**src/rtl/dct8_pkg.sv**
```systemverilog
package dct8_pkg;

    localparam int NPT    = 8;   // samples per vector
    localparam int HALF   = 4;   // folded half length
    localparam int NCONST = 7;   // distinct constants
    localparam int NEVEN  = 3;   // constants 0..2 act on sums, 3..6 on differences
    localparam int CMAX_W = 8;   // magnitude width of the largest constant

    // Scaled cosine constants: 0:a 1:b 2:d | 3:c 4:e 5:f 6:g
    function automatic int kval(input int id);
        case (id)
            0: return 64;
            1: return 83;
            2: return 36;
            3: return 89;
            4: return 75;
            5: return 50;
            6: return 18;
            default: return 0;
        endcase
    endfunction

    // Which constant multiplies folded term j for output k
    function automatic int tap_id(input int k, input int j);
        int ids [HALF];
        case (k)
            0: ids = '{0, 0, 0, 0};
            2: ids = '{1, 2, 2, 1};
            4: ids = '{0, 0, 0, 0};
            6: ids = '{2, 1, 1, 2};
            1: ids = '{3, 4, 5, 6};
            3: ids = '{4, 6, 3, 5};
            5: ids = '{5, 3, 6, 4};
            default: ids = '{6, 5, 4, 3};
        endcase
        return ids[j];
    endfunction

    // Sign of that product; bit j set means subtract
    function automatic logic tap_neg(input int k, input int j);
        logic [HALF-1:0] m;
        case (k)
            2: m = 4'b1100;
            4: m = 4'b0110;
            6: m = 4'b1010;
            3: m = 4'b1110;
            5: m = 4'b0010;
            7: m = 4'b1010;
            default: m = 4'b0000;
        endcase
        return m[j];
    endfunction

    // Constant product as a shift/add network from the non-adjacent
    // signed-digit recoding of k (k is elaboration-constant at every call)
    function automatic logic signed [31:0] csd_mult(input logic signed [31:0] x,
                                                    input int k);
        logic signed [31:0] acc;
        int r;
        acc = '0;
        r   = k;
        for (int i = 0; i <= CMAX_W; i++) begin
            if (r[0]) begin
                if (r[1]) begin
                    acc = acc - (x <<< i);
                    r   = r + 1;
                end else begin
                    acc = acc + (x <<< i);
                    r   = r - 1;
                end
            end
            r = r >>> 1;
        end
        return acc;
    endfunction

endpackage

```
**src/rtl/dct8_butterfly.sv**
```systemverilog
module dct8_butterfly
    import dct8_pkg::*;
#(
    parameter int IN_W = 8
) (
    input  logic                         clk,
    input  logic                         rst_n,
    input  logic                         vld_i,
    input  logic [NPT*IN_W-1:0]          x_i,
    output logic                         vld_o,
    output logic [HALF-1:0][IN_W:0]      sum_o,
    output logic [HALF-1:0][IN_W:0]      dif_o
);
    localparam int SW = IN_W + 1;

    typedef struct packed {
        logic                   vld;
        logic [HALF-1:0][SW-1:0] s;
        logic [HALF-1:0][SW-1:0] d;
    } bfly_t;

    bfly_t st_d, st_q;

    always_comb begin
        st_d     = st_q;
        st_d.vld = vld_i;
        if (vld_i) begin
            for (int j = 0; j < HALF; j++) begin
                st_d.s[j] = SW'($signed(x_i[j*IN_W +: IN_W]))
                          + SW'($signed(x_i[(NPT-1-j)*IN_W +: IN_W]));
                st_d.d[j] = SW'($signed(x_i[j*IN_W +: IN_W]))
                          - SW'($signed(x_i[(NPT-1-j)*IN_W +: IN_W]));
            end
        end
    end

    always_ff @(posedge clk or negedge rst_n) begin
        if (!rst_n) st_q <= '0;
        else        st_q <= st_d;
    end

    assign vld_o = st_q.vld;
    assign sum_o = st_q.s;
    assign dif_o = st_q.d;

endmodule

```
**src/rtl/dct8_cmul.sv**
```systemverilog
module dct8_cmul
    import dct8_pkg::*;
#(
    parameter int SW = 9,
    parameter int PW = SW + CMAX_W
) (
    input  logic                                clk,
    input  logic                                rst_n,
    input  logic                                vld_i,
    input  logic [HALF-1:0][SW-1:0]             sum_i,
    input  logic [HALF-1:0][SW-1:0]             dif_i,
    output logic                                vld_o,
    output logic [NCONST-1:0][HALF-1:0][PW-1:0] prod_o
);
    typedef struct packed {
        logic                                vld;
        logic [NCONST-1:0][HALF-1:0][PW-1:0] p;
    } mul_t;

    mul_t st_d, st_q;
    logic [NCONST-1:0][HALF-1:0][PW-1:0] p_c;

    for (genvar c = 0; c < NCONST; c++) begin : g_const
        for (genvar j = 0; j < HALF; j++) begin : g_term
            logic signed [SW-1:0] src;
            if (c < NEVEN) begin : g_even
                assign src = $signed(sum_i[j]);
            end else begin : g_odd
                assign src = $signed(dif_i[j]);
            end
            assign p_c[c][j] = PW'(csd_mult(32'(src), kval(c)));
        end
    end

    always_comb begin
        st_d     = st_q;
        st_d.vld = vld_i;
        if (vld_i) st_d.p = p_c;
    end

    always_ff @(posedge clk or negedge rst_n) begin
        if (!rst_n) st_q <= '0;
        else        st_q <= st_d;
    end

    assign vld_o  = st_q.vld;
    assign prod_o = st_q.p;

endmodule

```
**src/rtl/dct8_combine.sv**
```systemverilog
module dct8_combine
    import dct8_pkg::*;
#(
    parameter int PW    = 17,
    parameter int OUT_W = 12,
    parameter int SHIFT = 5
) (
    input  logic                                clk,
    input  logic                                rst_n,
    input  logic                                vld_i,
    input  logic [NCONST-1:0][HALF-1:0][PW-1:0] prod_i,
    output logic                                vld_o,
    output logic [NPT-1:0][OUT_W-1:0]           y_o
);
    localparam int AW = PW + 2;
    localparam logic signed [AW:0] RND  = (AW+1)'((1 << SHIFT) >> 1);
    localparam logic signed [AW:0] MAXV = (AW+1)'((1 << (OUT_W-1)) - 1);
    localparam logic signed [AW:0] MINV = -(AW+1)'(1 << (OUT_W-1));

    typedef struct packed {
        logic                         vld;
        logic [NPT-1:0][OUT_W-1:0]    y;
    } out_t;

    out_t st_d, st_q;
    logic [NPT-1:0][OUT_W-1:0] y_c;

    for (genvar k = 0; k < NPT; k++) begin : g_lane
        logic signed [AW:0]    acc;
        logic signed [AW:0]    scaled;
        logic [OUT_W-1:0]      lane;
        always_comb begin
            acc = '0;
            for (int j = 0; j < HALF; j++) begin
                if (tap_neg(k, j))
                    acc = acc - (AW+1)'($signed(prod_i[tap_id(k, j)][j]));
                else
                    acc = acc + (AW+1)'($signed(prod_i[tap_id(k, j)][j]));
            end
            scaled = (acc + RND) >>> SHIFT;
            if (scaled > MAXV)      lane = MAXV[OUT_W-1:0];
            else if (scaled < MINV) lane = MINV[OUT_W-1:0];
            else                    lane = scaled[OUT_W-1:0];
        end
        assign y_c[k] = lane;
    end

    always_comb begin
        st_d     = st_q;
        st_d.vld = vld_i;
        if (vld_i) st_d.y = y_c;
    end

    always_ff @(posedge clk or negedge rst_n) begin
        if (!rst_n) st_q <= '0;
        else        st_q <= st_d;
    end

    assign vld_o = st_q.vld;
    assign y_o   = st_q.y;

endmodule

```
**src/rtl/dct8_core.sv**
```systemverilog
module dct8_core
    import dct8_pkg::*;
#(
    parameter int IN_W  = 8,
    parameter int OUT_W = 12,
    parameter int SHIFT = 5
) (
    input  logic                    clk,
    input  logic                    rst_n,
    input  logic                    in_valid,
    input  logic [NPT*IN_W-1:0]     in_vec,
    output logic                    out_valid,
    output logic [NPT*OUT_W-1:0]    out_vec
);
    localparam int SW = IN_W + 1;
    localparam int PW = SW + CMAX_W;

    logic                                bf_vld;
    logic [HALF-1:0][SW-1:0]             bf_sum;
    logic [HALF-1:0][SW-1:0]             bf_dif;
    logic                                mu_vld;
    logic [NCONST-1:0][HALF-1:0][PW-1:0] mu_prod;
    logic [NPT-1:0][OUT_W-1:0]           cb_y;

    dct8_butterfly #(.IN_W(IN_W)) u_bfly (
        .clk   (clk),
        .rst_n (rst_n),
        .vld_i (in_valid),
        .x_i   (in_vec),
        .vld_o (bf_vld),
        .sum_o (bf_sum),
        .dif_o (bf_dif)
    );

    dct8_cmul #(.SW(SW), .PW(PW)) u_cmul (
        .clk    (clk),
        .rst_n  (rst_n),
        .vld_i  (bf_vld),
        .sum_i  (bf_sum),
        .dif_i  (bf_dif),
        .vld_o  (mu_vld),
        .prod_o (mu_prod)
    );

    dct8_combine #(.PW(PW), .OUT_W(OUT_W), .SHIFT(SHIFT)) u_comb (
        .clk    (clk),
        .rst_n  (rst_n),
        .vld_i  (mu_vld),
        .prod_i (mu_prod),
        .vld_o  (out_valid),
        .y_o    (cb_y)
    );

    assign out_vec = cb_y;

endmodule

```
**config.mk**
```make
export PLATFORM = sky130hd
export DESIGN_NAME = dct8_core
export DESIGN_NICKNAME = d
export VERILOG_FILES = /design/src/rtl/dct8_pkg.sv /design/src/rtl/dct8_butterfly.sv /design/src/rtl/dct8_cmul.sv /design/src/rtl/dct8_combine.sv /design/src/rtl/dct8_core.sv
export SDC_FILE = /design/constraint.sdc
export NUM_CORES = 2
export LEC_CHECK = 0
export BUFFER_PORTS_ARGS = -buffer_cell sky130_fd_sc_hd__buf_2
export CORE_MARGIN = 2
export CORE_UTILIZATION = 43
export DETAILED_ROUTE_END_ITERATION = 10
export PLACE_DENSITY_LB_ADDON = 0.08
export SLEW_MARGIN = 20
export SYNTH_ARGS = -nofsm -noshare
export SYNTH_HDL_FRONTEND = slang
export SYNTH_SLANG_ARGS = --single-unit
```
**constraint.sdc**
```tcl
create_clock -name clk -period 14.4 [get_ports clk]
set_input_delay 2.88 -clock clk [delete_from_list [all_inputs] [get_ports clk]]
set_output_delay 2.88 -clock clk [all_outputs]
set_load 0.02 [all_outputs]
```
After elaboration in Yosys (flattened, before gate mapping):

Cells that the tools add are included.
Widths: inputs -> output; s select.

* bits in registers: 593
* word-level logic and storage cells: 179

* add/sub/neg operators: 100
* order comparisons: 16
* muxes and demuxes: 16

Operators by type and width (count)
* $mux 12: 16
* $add 20x6->20 const B: 8
* $gt 15x12->1 const B: 8
* $lt 15x12->1 const B: 8
* $add 14x15->16: 7
* $add 17x13->17: 5
* $add 17x15->17: 5
* $sub 1x9->10 const A: 8
* $add 11x14->15: 4
* $sub 13x14->15: 4
* $add 10x13->14: 4
* $sub 10x13->14: 4
* $sub 9x12->13: 4
* $add 15x16->17: 3
* $add 10x11->12: 4
* $sub 10x11->12: 4
* $add 12x13->14: 3
* $add 20x15->20: 2
* $add 18x17->19: 2
* $add 8x8->9: 4
* $sub 8x8->9: 4
* $add 19x14->20: 1
* $add 19x17->20: 1
* $sub 19x15->20: 1
* other kinds (18): 18

Depth between registers and ports, before layout:

* depth after elaboration: 7
* depth in mapped cells: 24
* gate-level depth less buffers: 24

Cells and area by module:

From an unflattened synthesis, not the netlist that was laid out.

* cells, all modules: 5835
* area total of the unflattened synthesis: 55652.1 µm²

By module, submodules not included
* dct8_cmul: instances 1, cells each 3306, area an instance 31991.9 µm²
* dct8_combine: instances 1, cells each 1941, area an instance 18337.6 µm²
* dct8_butterfly: instances 1, cells each 588, area an instance 5322.6 µm²

Worst setup path after synthesis:

OpenSTA, ideal clock, no wires.

* kind: flip-flop to flip-flop
* start point: register u_bfly.st_q, in the netlist u_bfly.dif_o[1]
* end point: register u_cmul.st_q, in the netlist u_cmul.prod_o[287]
* data arrival time: 4838 ps
* data required time: 14273 ps
* setup slack: 9435 ps
* cell stages (with the launch flop): 24
* buffers on the path: 0
* period minus slack after synthesis: 4965 ps
* path through: dfrtp_1 -> inv_1 -> ha_1 -> ha_1 -> nor2b_1 -> o21ai_0 -> a21boi_0 -> o21ai_0 -> a21oi_1 -> o21ai_0 -> a21oi_1 -> o21ai_0 -> inv_1 -> ha_1 -> inv_1 -> fa_1 -> inv_1 -> ha_1 -> inv_1 -> o21bai_1 -> a21o_1 -> a21oi_1 -> mux2i_1 -> nand3_1

* cells in the longest elaborated chain, start to end: 4

RTL lines
* start: declaration: line dct8_butterfly.sv:22 `bfly_t st_d, st_q;`
* start signal: assignment: line dct8_butterfly.sv:39 `else st_q <= st_d;`
* $sub 1x9->10: line dct8_pkg.sv:65 `acc = acc - (x <<< i);`
* $sub 10x11->12: line dct8_pkg.sv:65
* $add 12x13->14: line dct8_pkg.sv:68 `acc = acc + (x <<< i);`
* $add 14x15->16 *: line dct8_pkg.sv:68
* end signal: assignment: line dct8_cmul.sv:43 `else st_q <= st_d;`
* end: declaration: line dct8_cmul.sv:20 `mul_t st_d, st_q;`

Mark *: on every way between the ends. The rest lies on a longest branch, timed or not.
A chain may end at the register's enable or synchronous reset.

Worst setup path after layout:

Same ends and word-level chain as after synthesis.

==> impl_metrics.json <==
{
  "post-cts-setup-buffer-count": 0,
  "ys_seq_area_frac": 0.262,
  "cts-root-buf": "clkbuf_16",
  "syn_to_final_growth_pct": 9.63,
  "worst-setup-path-type": "reg2reg",
  "crit_chain": "inv_1, ha_1, ha_1, nor2b_1, o21ai_0, a21boi_0, o21ai_0, a21oi_1, o21ai_0, a21oi_1, o21ai_0, inv_1, ha_1, xnor2_1, xnor2_1, ha_1, a21o_1, a21oi_1, mux2i_1, nand3_1",
  "drive_gt1_frac": 0.0918,
  "setup_tns_ns": 0,
  "worstPathRequired_ns": 14.90,
  "r2r-end": "u_cmul.prod_o[287]",
  "die_area_um2": 119000,
  "nNetsFinal": 6477,
  "wl_per_cell_um": 21.7,
  "finalSetupViolCount": 0,
  "synth_cell_type_count": 94,
  "worstHoldPathCells": 1,
  "cts_tree": "built",
  "hold_path_startpoint": "u_comb.y_o[0]",
  "initialDrtViolationCount": 2697,
  "async_reset_ff_frac": 1.00,
  "holdWs_ns": 0.476,
  "start_util": 0.432,
  "die_h_um": 345,
  "finalMaxSlewViolations": 0,
  "synth_edf_count": 0,
  "port_buffers": 163,
  "grt_pass1_vias": 36912,
  "crit_slowest_cell": "dfrtp_1",
  "cts.path.max_buffers": 3,
  "vias_per_cell": 5.33,
  "r2r_slack_ns": 8.59,
  "grt-ovfl-total": 0,
  "hold_class": "reg2reg",
  "ys_top_cells_by_area": "dfrtp_1 26%, ha_1 17%, fa_1 15%",
  "cts_sinks": 524,
  "cp_num_buf_inv": 2,
  "clk_latency_ns": 0.63,
  "core_area_um2": 116000,
  "yosys_warnings": 0,
  "critPathLaunchType": "register",
  "syn_avg_cell_area_um2": 9.65,
  "place_congestion": 0.903,
  "firstDrtPassIters": 6,
  "max_freq_mhz": 172,
  "path_clk_slew_ns": 0.06,
  "cp_top_family": "compound AO/OA/AOI/OAI gates",
  "max_cap_viol_count": 0,
  "hold-path-endpoint": "u_comb.y_o[0]",
  "yosysTopAreaCell": "dfrtp_1",
  "hpwl_mm": 122,
  "fp-row-count": 125,
  "antenna_found_initial": 15,
  "totalWireLength_mm": 150,
  "cts_resized": 0,
  "rr_startpoint": "u_bfly.dif_o[1]",
  "syn_area_um2": 50000,
  "synthCells": 5184,
  "slowest_delay_ns": 0.72,
  "ys_seq_elements": 524,
  "ios": 164,
  "grt_pass1_wl_mm": 232,
  "drc_errors": 0,
  "cp-end-kind": "register",
  "fillCellCount": 11188,
  "synthFlopType": "dfrtp_1",
  "hold_viol_final": 0,
  "numCtsBuffers": 68,
  "rr_worst_depth": 20,
  "max_slew_margin": 0.299,
  "outcome": "completed",
  "tightest_slew_ns": 1.04,
  "holdBufCountCts": 0,
  "crit_fanout": 13,
  "route.antenna.remaining_nets": 0,
  "min_period_ns": 5.81,
  "finalCritPeriodShare": 0.404,
  "rsz0062_at_grt": "no",
  "grt_max_degree": 95,
  "die_w_um": 345,
  "fin_skew_ns": 0.0244,
  "num_vias": 36840,
  "arrival_ns": 6.31,
  "syn_nets": 6328,
  "yosysTopAreaCellShare": 0.262,
  "grt.total_usage": 0.254,
  "htreeDepth": 3
}
-- cell usage after synthesis, types with 14 or more instances --
cell and count:
inv_1 817, ha_1 690, dfrtp_1 524, fa_1 387
a21oi_1 357, nor2_1 302, o21ai_0 270, nand2_1 256
xnor2_1 248, a21o_1 117, mux2_2 110, clkbuf_1 104
xor2_1 94, nor3_1 92, o21bai_1 78, o21a_1 64
nor2b_1 52, nand3_1 51, nand2b_1 50, or3_1 45
mux2i_1 43, o211ai_1 29, a21boi_0 26, a31oi_1 25
o31ai_1 21, and3_1 17, and2_1 15, a211oi_1 14
a31o_2 14, or2_2 14
-- how the worst max path moves through the flow --
stage	from	endpoint	slack [ns]	cells after the start
after floorplan	u_bfly.dif_o[1]	u_cmul.prod_o[287]	9.44	23
after global placement	rst_n	u_bfly.vld_o	8.59	4
after detailed placement	rst_n	u_bfly.vld_o	8.59	4
after CTS	u_bfly.dif_o[1]	u_cmul.prod_o[287]	8.64	20
after global routing	u_bfly.dif_o[1]	u_cmul.prod_o[287]	8.16	20
final	u_bfly.dif_o[1]	u_cmul.prod_o[287]	8.59	20
-- per-layer routing --
layer / vias up / GRT usage / share of wire
li1: 17748 / - / -
met1: 18146 / 0.408 / 0.52
met2: 811 / 0.359 / 0.40
met3: 127 / 0.0397 / 0.059
met4: 8 / 0.0466 / 0.014
met5: - / 0 / 0.00038
-- sequential cells by signal, indices dropped and copies added, names as in the netlist --
register / count
u_cmul.prod_o: 357
u_comb.y_o: 96
u_bfly.dif_o: 35
u_bfly.sum_o: 33
u_bfly.vld_o: 1
u_cmul.vld_o: 1
u_comb.vld_o: 1
-- stage by stage --
step	area (um^2)	setup slack, ns	instances	util
global route	54800	8.16	6904	0.474
detailed placement	52600	8.59	6787	0.454
global placement	52600	8.59	6787	0.454
CTS	54800	8.64	6904	0.474
finish	54800	8.59	6906	0.474
floorplan	50000	9.44	5184	-
-- cell families (layout without fill, tap and decap cells) --
family	count (synthesis)	in the layout	share of synthesized area
AO/OA/AOI/OAI	1207	1207	0.159
XOR/XNOR	342	342	0.0599
adder cells (fa/ha/maj)	1077	1077	0.327
buffers and inverters	942	1138	0.0713
flip-flops	524	524	0.262
multiplexers	153	153	0.0334
other	0	2	0
AND/OR/NAND/NOR	939	939	0.0873
-- final cells by class --
class | count | area, um^2 | share of cell area
multi-input combinational | 3718 | 33400 | 0.608
sequential | 524 | 13100 | 0.239
inverter | 819 | 3080 | 0.0561
clock buffer | 90 | 1920 | 0.0350
tap | 1524 | 1910 | 0.0348
timing repair buffer | 202 | 1120 | 0.0204
clock inverter | 27 | 340 | 0.00621
antenna | 2 | 5.00 | 0.0000913
-- worst register-to-register path: cells and delay by family (launching register included) --
family / cells / cell delay, ns
AND/OR/NAND/NOR: 2 / 0.24
XOR/XNOR: 2 / 0.77
multiplexers: 1 / 0.21
flip-flops: 1 / 0.72
AO/OA/AOI/OAI: 9 / 1.86
adder cells (fa/ha/maj): 4 / 1.43
buffers and inverters: 2 / 0.45
-- layout by cell type (no fill, tap or decap), types with 12 or more instances in the layout --
cell type | Yosys | final
and3_1 | 17 | 17
buf_2 | 10 | 161
a21o_1 | 117 | 117
fa_1 | 387 | 387
o21bai_1 | 78 | 78
nand2b_1 | 50 | 50
o21a_1 | 64 | 64
xnor2_1 | 248 | 248
nor2_1 | 302 | 302
a211oi_1 | 14 | 14
ha_1 | 690 | 690
or2_2 | 14 | 14
o21ai_0 | 270 | 269
xor2_1 | 94 | 94
clkbuf_16 | 0 | 71
and2_1 | 15 | 15
a31o_2 | 14 | 14
nor3_1 | 92 | 91
nand3_1 | 51 | 51
nand2_1 | 256 | 256
buf_4 | 1 | 40
mux2_2 | 110 | 110
o211ai_1 | 29 | 29
a21boi_0 | 26 | 26
nor2b_1 | 52 | 52
o41ai_1 | 12 | 12
a21oi_1 | 357 | 357
clkbuf_1 | 104 | 12
dfrtp_1 | 524 | 522
inv_1 | 817 | 815
mux2i_1 | 43 | 43
or3_1 | 45 | 45
o21ai_1 | 12 | 13
a31oi_1 | 25 | 25
o31ai_1 | 21 | 20
a311oi_1 | 12 | 12
Power is not shown: default switching activity piles up to over one toggle a cycle in this logic, so the estimate is an artifact.
